### config.mk
export PLATFORM = sky130hd
export DESIGN_NAME = subpix_clkgen
export DESIGN_NICKNAME = d
export VERILOG_FILES = /design/src/rtl/subpix_pkg.sv /design/src/rtl/subpix_pos_decode.sv /design/src/rtl/subpix_phase_ctr.sv /design/src/rtl/subpix_cfg_shadow.sv /design/src/rtl/subpix_edge_wave.sv /design/src/rtl/subpix_clkgen.sv
export SDC_FILE = /design/constraint.sdc
export NUM_CORES = 1
export LEC_CHECK = 0
export BUFFER_PORTS_ARGS = -buffer_cell sky130_fd_sc_hd__buf_2
export CORE_ASPECT_RATIO = 0.6
export CORE_MARGIN = 5
export CORE_UTILIZATION = 50
export DETAILED_ROUTE_END_ITERATION = 8
export PLACE_DENSITY = 0.75
export SLEW_MARGIN = 20
export SYNTH_ARGS = -nofsm -noshare
export SYNTH_HDL_FRONTEND = slang
export SYNTH_HIERARCHICAL = 1
export SYNTH_SLANG_ARGS = --single-unit
export TNS_END_PERCENT = 10
### constraint.sdc
create_clock -name clk -period 2.98 [get_ports clk]
set_input_delay 0.149 -clock clk [delete_from_list [all_inputs] [get_ports clk]]
set_output_delay 0.149 -clock clk [all_outputs]
set_load 0.01 [all_outputs]
### src/rtl/subpix_pkg.sv
// Shared constants and types for the sub-pixel clock edge generator.
// Assumes four quadrants of twelve positions per pixel period.
package subpix_pkg;
    localparam int QUAD_SLOTS = 12;
    localparam int QUADS      = 4;
    localparam int POS_COUNT  = QUADS * QUAD_SLOTS;
    localparam int POS_W      = $clog2(POS_COUNT);
    localparam int ENC_W      = 6;
    localparam int NUM_CH     = 3;
    localparam int NUM_STB    = 2;

    typedef logic [ENC_W-1:0] enc_t;
    typedef logic [POS_W-1:0] pos_t;

    typedef struct packed {
        enc_t rise;
        enc_t fall;
        logic inv;
    } edge_cfg_t;

    typedef struct packed {
        edge_cfg_t rg;
        edge_cfg_t h1;
        edge_cfg_t h3;
        enc_t      shp;
        enc_t      shd;
    } timing_cfg_t;

    localparam timing_cfg_t CFG_DEFAULT = '{
        rg:  '{rise: 6'd0, fall: 6'd16, inv: 1'b0},
        h1:  '{rise: 6'd0, fall: 6'd32, inv: 1'b0},
        h3:  '{rise: 6'd0, fall: 6'd32, inv: 1'b0},
        shp: 6'd32,
        shd: 6'd0
    };
endpackage

### src/rtl/subpix_pos_decode.sv
// Turns a quadrant code into a linear position 0..47.
// Assumes the upper two bits pick the quadrant; offsets above the
// last slot of a quadrant are clamped onto that last slot.
module subpix_pos_decode
    import subpix_pkg::*;
(
    input  enc_t code_i,
    output pos_t pos_o
);
    logic [3:0] off_raw;
    logic [3:0] off_cl;

    // Clamp the offset and scale the quadrant index.
    always_comb begin
        off_raw = code_i[3:0];
        off_cl  = (off_raw > 4'(QUAD_SLOTS - 1)) ? 4'(QUAD_SLOTS - 1) : off_raw;
        pos_o   = pos_t'(code_i[5:4]) * pos_t'(QUAD_SLOTS) + pos_t'(off_cl);
    end
endmodule

### src/rtl/subpix_phase_ctr.sv
// Position counter inside one pixel period.
// Assumes restart_i may arrive at any position; wrap_o marks the
// edge after which the position is zero.
module subpix_phase_ctr #(
    parameter int COUNT = 48,
    localparam int W    = $clog2(COUNT)
) (
    input  logic         clk,
    input  logic         rst_n,
    input  logic         restart_i,
    output logic [W-1:0] pos_o,
    output logic         wrap_o
);
    localparam logic [W-1:0] LAST = W'(COUNT - 1);

    // Flag the edge that returns the count to zero.
    assign wrap_o = restart_i || (pos_o == LAST);

    // Advance, wrap or restart the position.
    always_ff @(posedge clk) begin
        if (!rst_n)      pos_o <= '0;
        else if (wrap_o) pos_o <= '0;
        else             pos_o <= pos_o + 1'b1;
    end

    AST_POS_RANGE: assert property (@(posedge clk) disable iff (!rst_n)
        pos_o <= LAST);
    AST_RESTART_ZERO: assert property (@(posedge clk) disable iff (!rst_n)
        restart_i |=> (pos_o == '0));
endmodule

### src/rtl/subpix_cfg_shadow.sv
// Shadow copy of the timing settings, reloaded only on load_i.
// Assumes load_i is high on the edge that starts a pixel period.
module subpix_cfg_shadow #(
    parameter int           W       = 8,
    parameter logic [W-1:0] RST_VAL = '0
) (
    input  logic         clk,
    input  logic         rst_n,
    input  logic         load_i,
    input  logic [W-1:0] cfg_i,
    output logic [W-1:0] cfg_o
);
    // Capture the live settings at the period boundary.
    always_ff @(posedge clk) begin
        if (!rst_n)      cfg_o <= RST_VAL;
        else if (load_i) cfg_o <= cfg_i;
    end
endmodule

### src/rtl/subpix_edge_wave.sv
// Level of one programmable clock at the current position.
// Assumes rise and fall are already decoded; equal positions give low.
module subpix_edge_wave
    import subpix_pkg::*;
(
    input  pos_t pos_i,
    input  pos_t rise_i,
    input  pos_t fall_i,
    input  logic inv_i,
    output logic lvl_o
);
    logic active;

    // Decide whether the position lies in the high window.
    always_comb begin
        if (rise_i < fall_i)      active = (pos_i >= rise_i) && (pos_i < fall_i);
        else if (rise_i > fall_i) active = (pos_i >= rise_i) || (pos_i < fall_i);
        else                      active = 1'b0;
        lvl_o = active ^ inv_i;
    end
endmodule

### src/rtl/subpix_clkgen.sv
// Sub-pixel clock edge generator: reset-gate clock, two horizontal
// clock pairs and two sample strobes from quadrant-coded settings.
// Assumes clk runs at 48 times the pixel rate; blanking and drive
// settings act at once, edge settings at the next period boundary.
module subpix_clkgen
    import subpix_pkg::*;
#(
    parameter int DRV_W = 3
) (
    input  logic             clk,
    input  logic             rst_n,
    input  logic             pix_start_i,
    input  logic [5:0]       rg_rise_i,
    input  logic [5:0]       rg_fall_i,
    input  logic             rg_inv_i,
    input  logic [5:0]       h1_rise_i,
    input  logic [5:0]       h1_fall_i,
    input  logic             h1_inv_i,
    input  logic [5:0]       h3_rise_i,
    input  logic [5:0]       h3_fall_i,
    input  logic             h3_inv_i,
    input  logic [5:0]       shp_pos_i,
    input  logic [5:0]       shd_pos_i,
    input  logic             hblank_i,
    input  logic             hmask_i,
    input  logic [DRV_W-1:0] rg_drive_i,
    input  logic [DRV_W-1:0] h_drive_i,
    output logic             rg_o,
    output logic             h1_o,
    output logic             h2_o,
    output logic             h3_o,
    output logic             h4_o,
    output logic             shp_o,
    output logic             shd_o,
    output logic             rg_oe_o,
    output logic             h_oe_o
);
    timing_cfg_t cfg_in;
    timing_cfg_t cfg_q;
    pos_t        pos_q;
    logic        period_wrap;

    assign cfg_in = '{
        rg:  '{rise: rg_rise_i, fall: rg_fall_i, inv: rg_inv_i},
        h1:  '{rise: h1_rise_i, fall: h1_fall_i, inv: h1_inv_i},
        h3:  '{rise: h3_rise_i, fall: h3_fall_i, inv: h3_inv_i},
        shp: shp_pos_i,
        shd: shd_pos_i
    };

    subpix_phase_ctr #(.COUNT(POS_COUNT)) u_ctr (
        .clk      (clk),
        .rst_n    (rst_n),
        .restart_i(pix_start_i),
        .pos_o    (pos_q),
        .wrap_o   (period_wrap)
    );

    subpix_cfg_shadow #(.W($bits(timing_cfg_t)), .RST_VAL(CFG_DEFAULT)) u_shadow (
        .clk   (clk),
        .rst_n (rst_n),
        .load_i(period_wrap),
        .cfg_i (cfg_in),
        .cfg_o (cfg_q)
    );

    edge_cfg_t ch_cfg [NUM_CH];
    logic      ch_lvl [NUM_CH];
    enc_t      stb_code [NUM_STB];
    logic      stb_hit  [NUM_STB];

    assign ch_cfg[0]   = cfg_q.rg;
    assign ch_cfg[1]   = cfg_q.h1;
    assign ch_cfg[2]   = cfg_q.h3;
    assign stb_code[0] = cfg_q.shp;
    assign stb_code[1] = cfg_q.shd;

    for (genvar c = 0; c < NUM_CH; c++) begin : g_ch
        pos_t rise_pos;
        pos_t fall_pos;
        subpix_pos_decode u_rise (.code_i(ch_cfg[c].rise), .pos_o(rise_pos));
        subpix_pos_decode u_fall (.code_i(ch_cfg[c].fall), .pos_o(fall_pos));
        subpix_edge_wave  u_wave (
            .pos_i (pos_q),
            .rise_i(rise_pos),
            .fall_i(fall_pos),
            .inv_i (ch_cfg[c].inv),
            .lvl_o (ch_lvl[c])
        );
    end

    for (genvar s = 0; s < NUM_STB; s++) begin : g_stb
        pos_t stb_pos;
        subpix_pos_decode u_dec (.code_i(stb_code[s]), .pos_o(stb_pos));
        assign stb_hit[s] = (pos_q == stb_pos);
    end

    // Apply the blanking override and form the complementary pairs.
    always_comb begin
        rg_o  = ch_lvl[0];
        h1_o  = hblank_i ? ~hmask_i : ch_lvl[1];
        h3_o  = hblank_i ? ~hmask_i : ch_lvl[2];
        h2_o  = ~h1_o;
        h4_o  = ~h3_o;
        shp_o = stb_hit[0];
        shd_o = stb_hit[1];
    end

    // Output enables: any nonzero drive setting enables the driver.
    assign rg_oe_o = |rg_drive_i;
    assign h_oe_o  = |h_drive_i;

    AST_BLANK_MASK_HI: assert property (@(posedge clk) disable iff (!rst_n)
        (hblank_i && hmask_i) |-> (!h1_o && h2_o && !h3_o && h4_o));
    AST_BLANK_MASK_LO: assert property (@(posedge clk) disable iff (!rst_n)
        (hblank_i && !hmask_i) |-> (h1_o && !h2_o && h3_o && !h4_o));
    AST_CFG_HOLD: assert property (@(posedge clk) disable iff (!rst_n)
        !period_wrap |=> $stable(cfg_q));
    AST_STROBE_SINGLE: assert property (@(posedge clk) disable iff (!rst_n)
        (shp_o && !period_wrap) |=> !shp_o);
endmodule

==> results.toml <==
[placement]
numPortBuffers = 70
hpwlAfterDp_mm = 8.444
gp_congestion = 0.8711

[detailed_routing]
viasPerCell = 5.078
routed_wl_mm = 11.59
ant_nets = 0
drc_errors = 0
wl_per_cell_um = 14.97
vias = 3930
drtIter0Drc = 231
first_pass_iters = 4

[sta]
timing.final.crit_period_ns = 3.312
fin_skew_ns = 0.007671
fmax_mhz = 301.9
finalCritPeriodShare_pct = 111.1
setup_tns_ns = -1.347
slew-limit-headroom_pct = 48.06
fin_ws_ns = -0.3320
hold_ws_ns = 0.03580
setup_viol = 5
rsz0062_at_grt = "yes"
drv_slew = 0
hold_violations = 0
worstMarginPinSlew_ns = 0.7791

[die]
die_area_sq_um = 12080
die_y_um = 87.15
io_pins = 71
dieWidth_um = 138.6
start_util_pct = 50.74
num_rows = 28
coreArea_sq_um = 9774

[grt]
grt_max_degree = 53
track_usage_pct = 19.76
grt_pass1_wl_mm = 19.24
grt-ovfl-total = 0
grt_pass1_vias = 4105
antenna_found_initial = 0

[outcome]
violations = "negative setup slack"
status = "complete, but fails checks"

[final_layout]
fin_nets = 789
nFillCells = 803
antenna_cells = 0
areaGrowthSynthToFinish_pct = 25.66
post-route-util_pct = 63.76
drive_gt1_share_pct = 30.99

[worst_setup_path]
worstReg2RegStart = "u_ctr/pos_o[1]"
critical_path_required_ns = 2.83
critPathCaptureType = "output pin"
cp-startpoint = "u_shadow/cfg_o[36]"
startpoint_type = "flop"
path_class = "reg -> out"
cp.arrival_ns = 3.16
critical_path.max_fanout = 3

[clock_network]
clock_latency_ns = 0.34
htreeDepth = 3
cts_tree = "built"
holdBufCountCts = 0
cts_made_buffers = 9
clk_pin_slew_ns = 0.05
clock-sinks = 57
clockRootBuffer = "clkbuf_16"
clk_path_buf_depth = 2

[power]
p_per_area_nw_per_um2 = 424.9
power.total_mw = 2.648
ir_worst_vdd_uv = 297.3
leakage_nw = 2.996

[min_path]
hp-start = "shp_pos_i[5]"
hold_path.class = "in -> reg"

[yosys]
syn_inst = 545
synth_nets = 699
yosys_register_bits = 57
synth.cell_area_sq_um = 4960
post_synth.cell_area_avg_sq_um = 9.100
yosys_warnings = 6
yosysSeqAreaShare_pct = 23.01
synthDistinctLibCells = 34

[run]
maxCapViolations = 0
## registers in the layout (all words and copies together) (netlist names)
name            flops
u_shadow/cfg_o     51
u_ctr/pos_o         6
## where the power goes
part / internal, mW / switching [mW] / total [mW] / leakage [nW]
Combinational: 0.429 / 0.445 / 0.874 / 2.39
Sequential: 0.809 / 0.0380 / 0.847 / 0.473
Clock: 0.576 / 0.352 / 0.928 / 0.128
## per-stage QoR
| step | setup slack, ns | instance area, sq um | instances |
|---|---|---|---|
| 2_1_floorplan | 0.1878 | 4960 | 545 |
| 5_1_grt | -0.5000 | 6232 | 774 |
| 6_report | -0.3320 | 6232 | 774 |
| 4_1_cts | -0.2802 | 6152 | 774 |
| 3_5_place_dp | -0.09555 | 5513 | 752 |
| 3_3_place_gp | 0.006805 | 5513 | 752 |
## kinds of logic after synthesis
family,count (synthesis),synth area share (%)
AO/OA/AOI/OAI,84,13.40
XOR/XNOR,26,4.591
adder cells (fa/ha/maj),92,24.42
buffers and inverters,100,8.855
flip-flops,57,23.01
multiplexers,51,10.29
AND/OR/NAND/NOR,135,15.44
## layout by cell type (no fill, tap or decap), types with 3 or more instances in the layout
cell type,instances
nor2b_1,50
nor2_1,13
nand3_1,9
or3_1,3
dfxtp_1,47
inv_2,9
buf_4,28
ha_1,64
ha_4,17
a2111oi_4,3
o221a_2,3
o221ai_2,3
a21boi_1,8
nand3_2,4
inv_1,71
a21o_1,18
fa_1,4
dfxtp_2,10
nand2b_1,17
ha_2,3
clkbuf_16,9
nand4_1,11
a21oi_2,9
nor2b_4,4
fa_2,4
o2bb2ai_2,5
mux2i_1,51
xor2_1,10
buf_2,70
o2bb2ai_1,3
a21oi_1,25
xnor2_1,14
nand2_1,17
## cell type report
cell class	count	area, sq um	share of cell area [%]
clock buffer	12	246.5	3.955
clock inverter	3	17.52	0.2811
inverter	81	306.5	4.919
multi-input combinational	388	3779	60.63
sequential	57	1154	18.51
tap	135	168.9	2.710
timing repair buffer	98	560.5	8.994
## what timing repair did
| item | CTS | global route |
|---|---|---|
| setup buffers | 7 | 0 |
| pin swaps | 32 | 21 |
| setup endpoints to repair | 5 | 5 |
| gates resized for setup | 58 | 21 |
## cells in the mapped netlist
cell	n	share of area, %
o21ai_0	1	0.10
xnor2_1	16	2.8
nor3_2	2	0.40
buf_6	1	0.23
and2b_1	1	0.15
buf_8	5	1.5
or2b_1	1	0.15
nand2b_1	17	2.1
a21oi_1	34	3.4
o21ai_2	1	0.18
nor2_1	14	1.1
o2bb2ai_1	8	1.4
nand2_1	17	1.3
fa_1	8	3.2
o221a_2	3	0.68
clkbuf_1	13	0.98
a21o_1	18	2.7
nand3_2	1	0.20
a21oi_2	1	0.18
nand3_1	12	1.2
ha_1	84	21
a2111oi_4	3	1.7
o31ai_2	3	0.76
or3_1	3	0.38
inv_1	81	6.1
xor2_1	10	1.8
dfxtp_1	57	23
nor2b_1	55	6.9
a21boi_1	8	1.2
and2_1	1	0.13
mux2i_1	51	10
nand4_1	11	1.4
o21bai_1	1	0.15
o221ai_2	3	0.91
## final timing paths
check / to / slack (ns) / depth (start not counted)
worst min-delay path: u_shadow/cfg_o[11] / 0.04 / 3
worst min register to register: u_shadow/cfg_o[11] / 0.52 / 2
worst max register to register: u_shadow/cfg_o[43] / 0.74 / 6
worst max-delay path: h1_o / -0.33 / 14
## routing by layer
| layer | GRT usage [%] | share of wire (%) |
|---|---|---|
| met3 | 5.760 | 6.4 |
| met4 | 5.471 | 1.2 |
| met5 | 0 | 0 |
| met2 | 33.41 | 46 |
| met1 | 24.93 | 46 |
## worst max-delay path: stages, from the launching register on
cell and delay [ns]:
dfxtp_2 0.32, buf_4 0.14, ha_4 0.16, inv_2 0.05
fa_2 0.42, inv_1 0.11, inv_1 0.07, ha_1 0.31
nand4_1 0.12, o221ai_2 0.30, nor2_2 0.09, o31ai_4 0.26
xor2_1 0.21, a21o_1 0.14, buf_2 0.12
No activity file was read; power rests on OpenSTA's default activity.
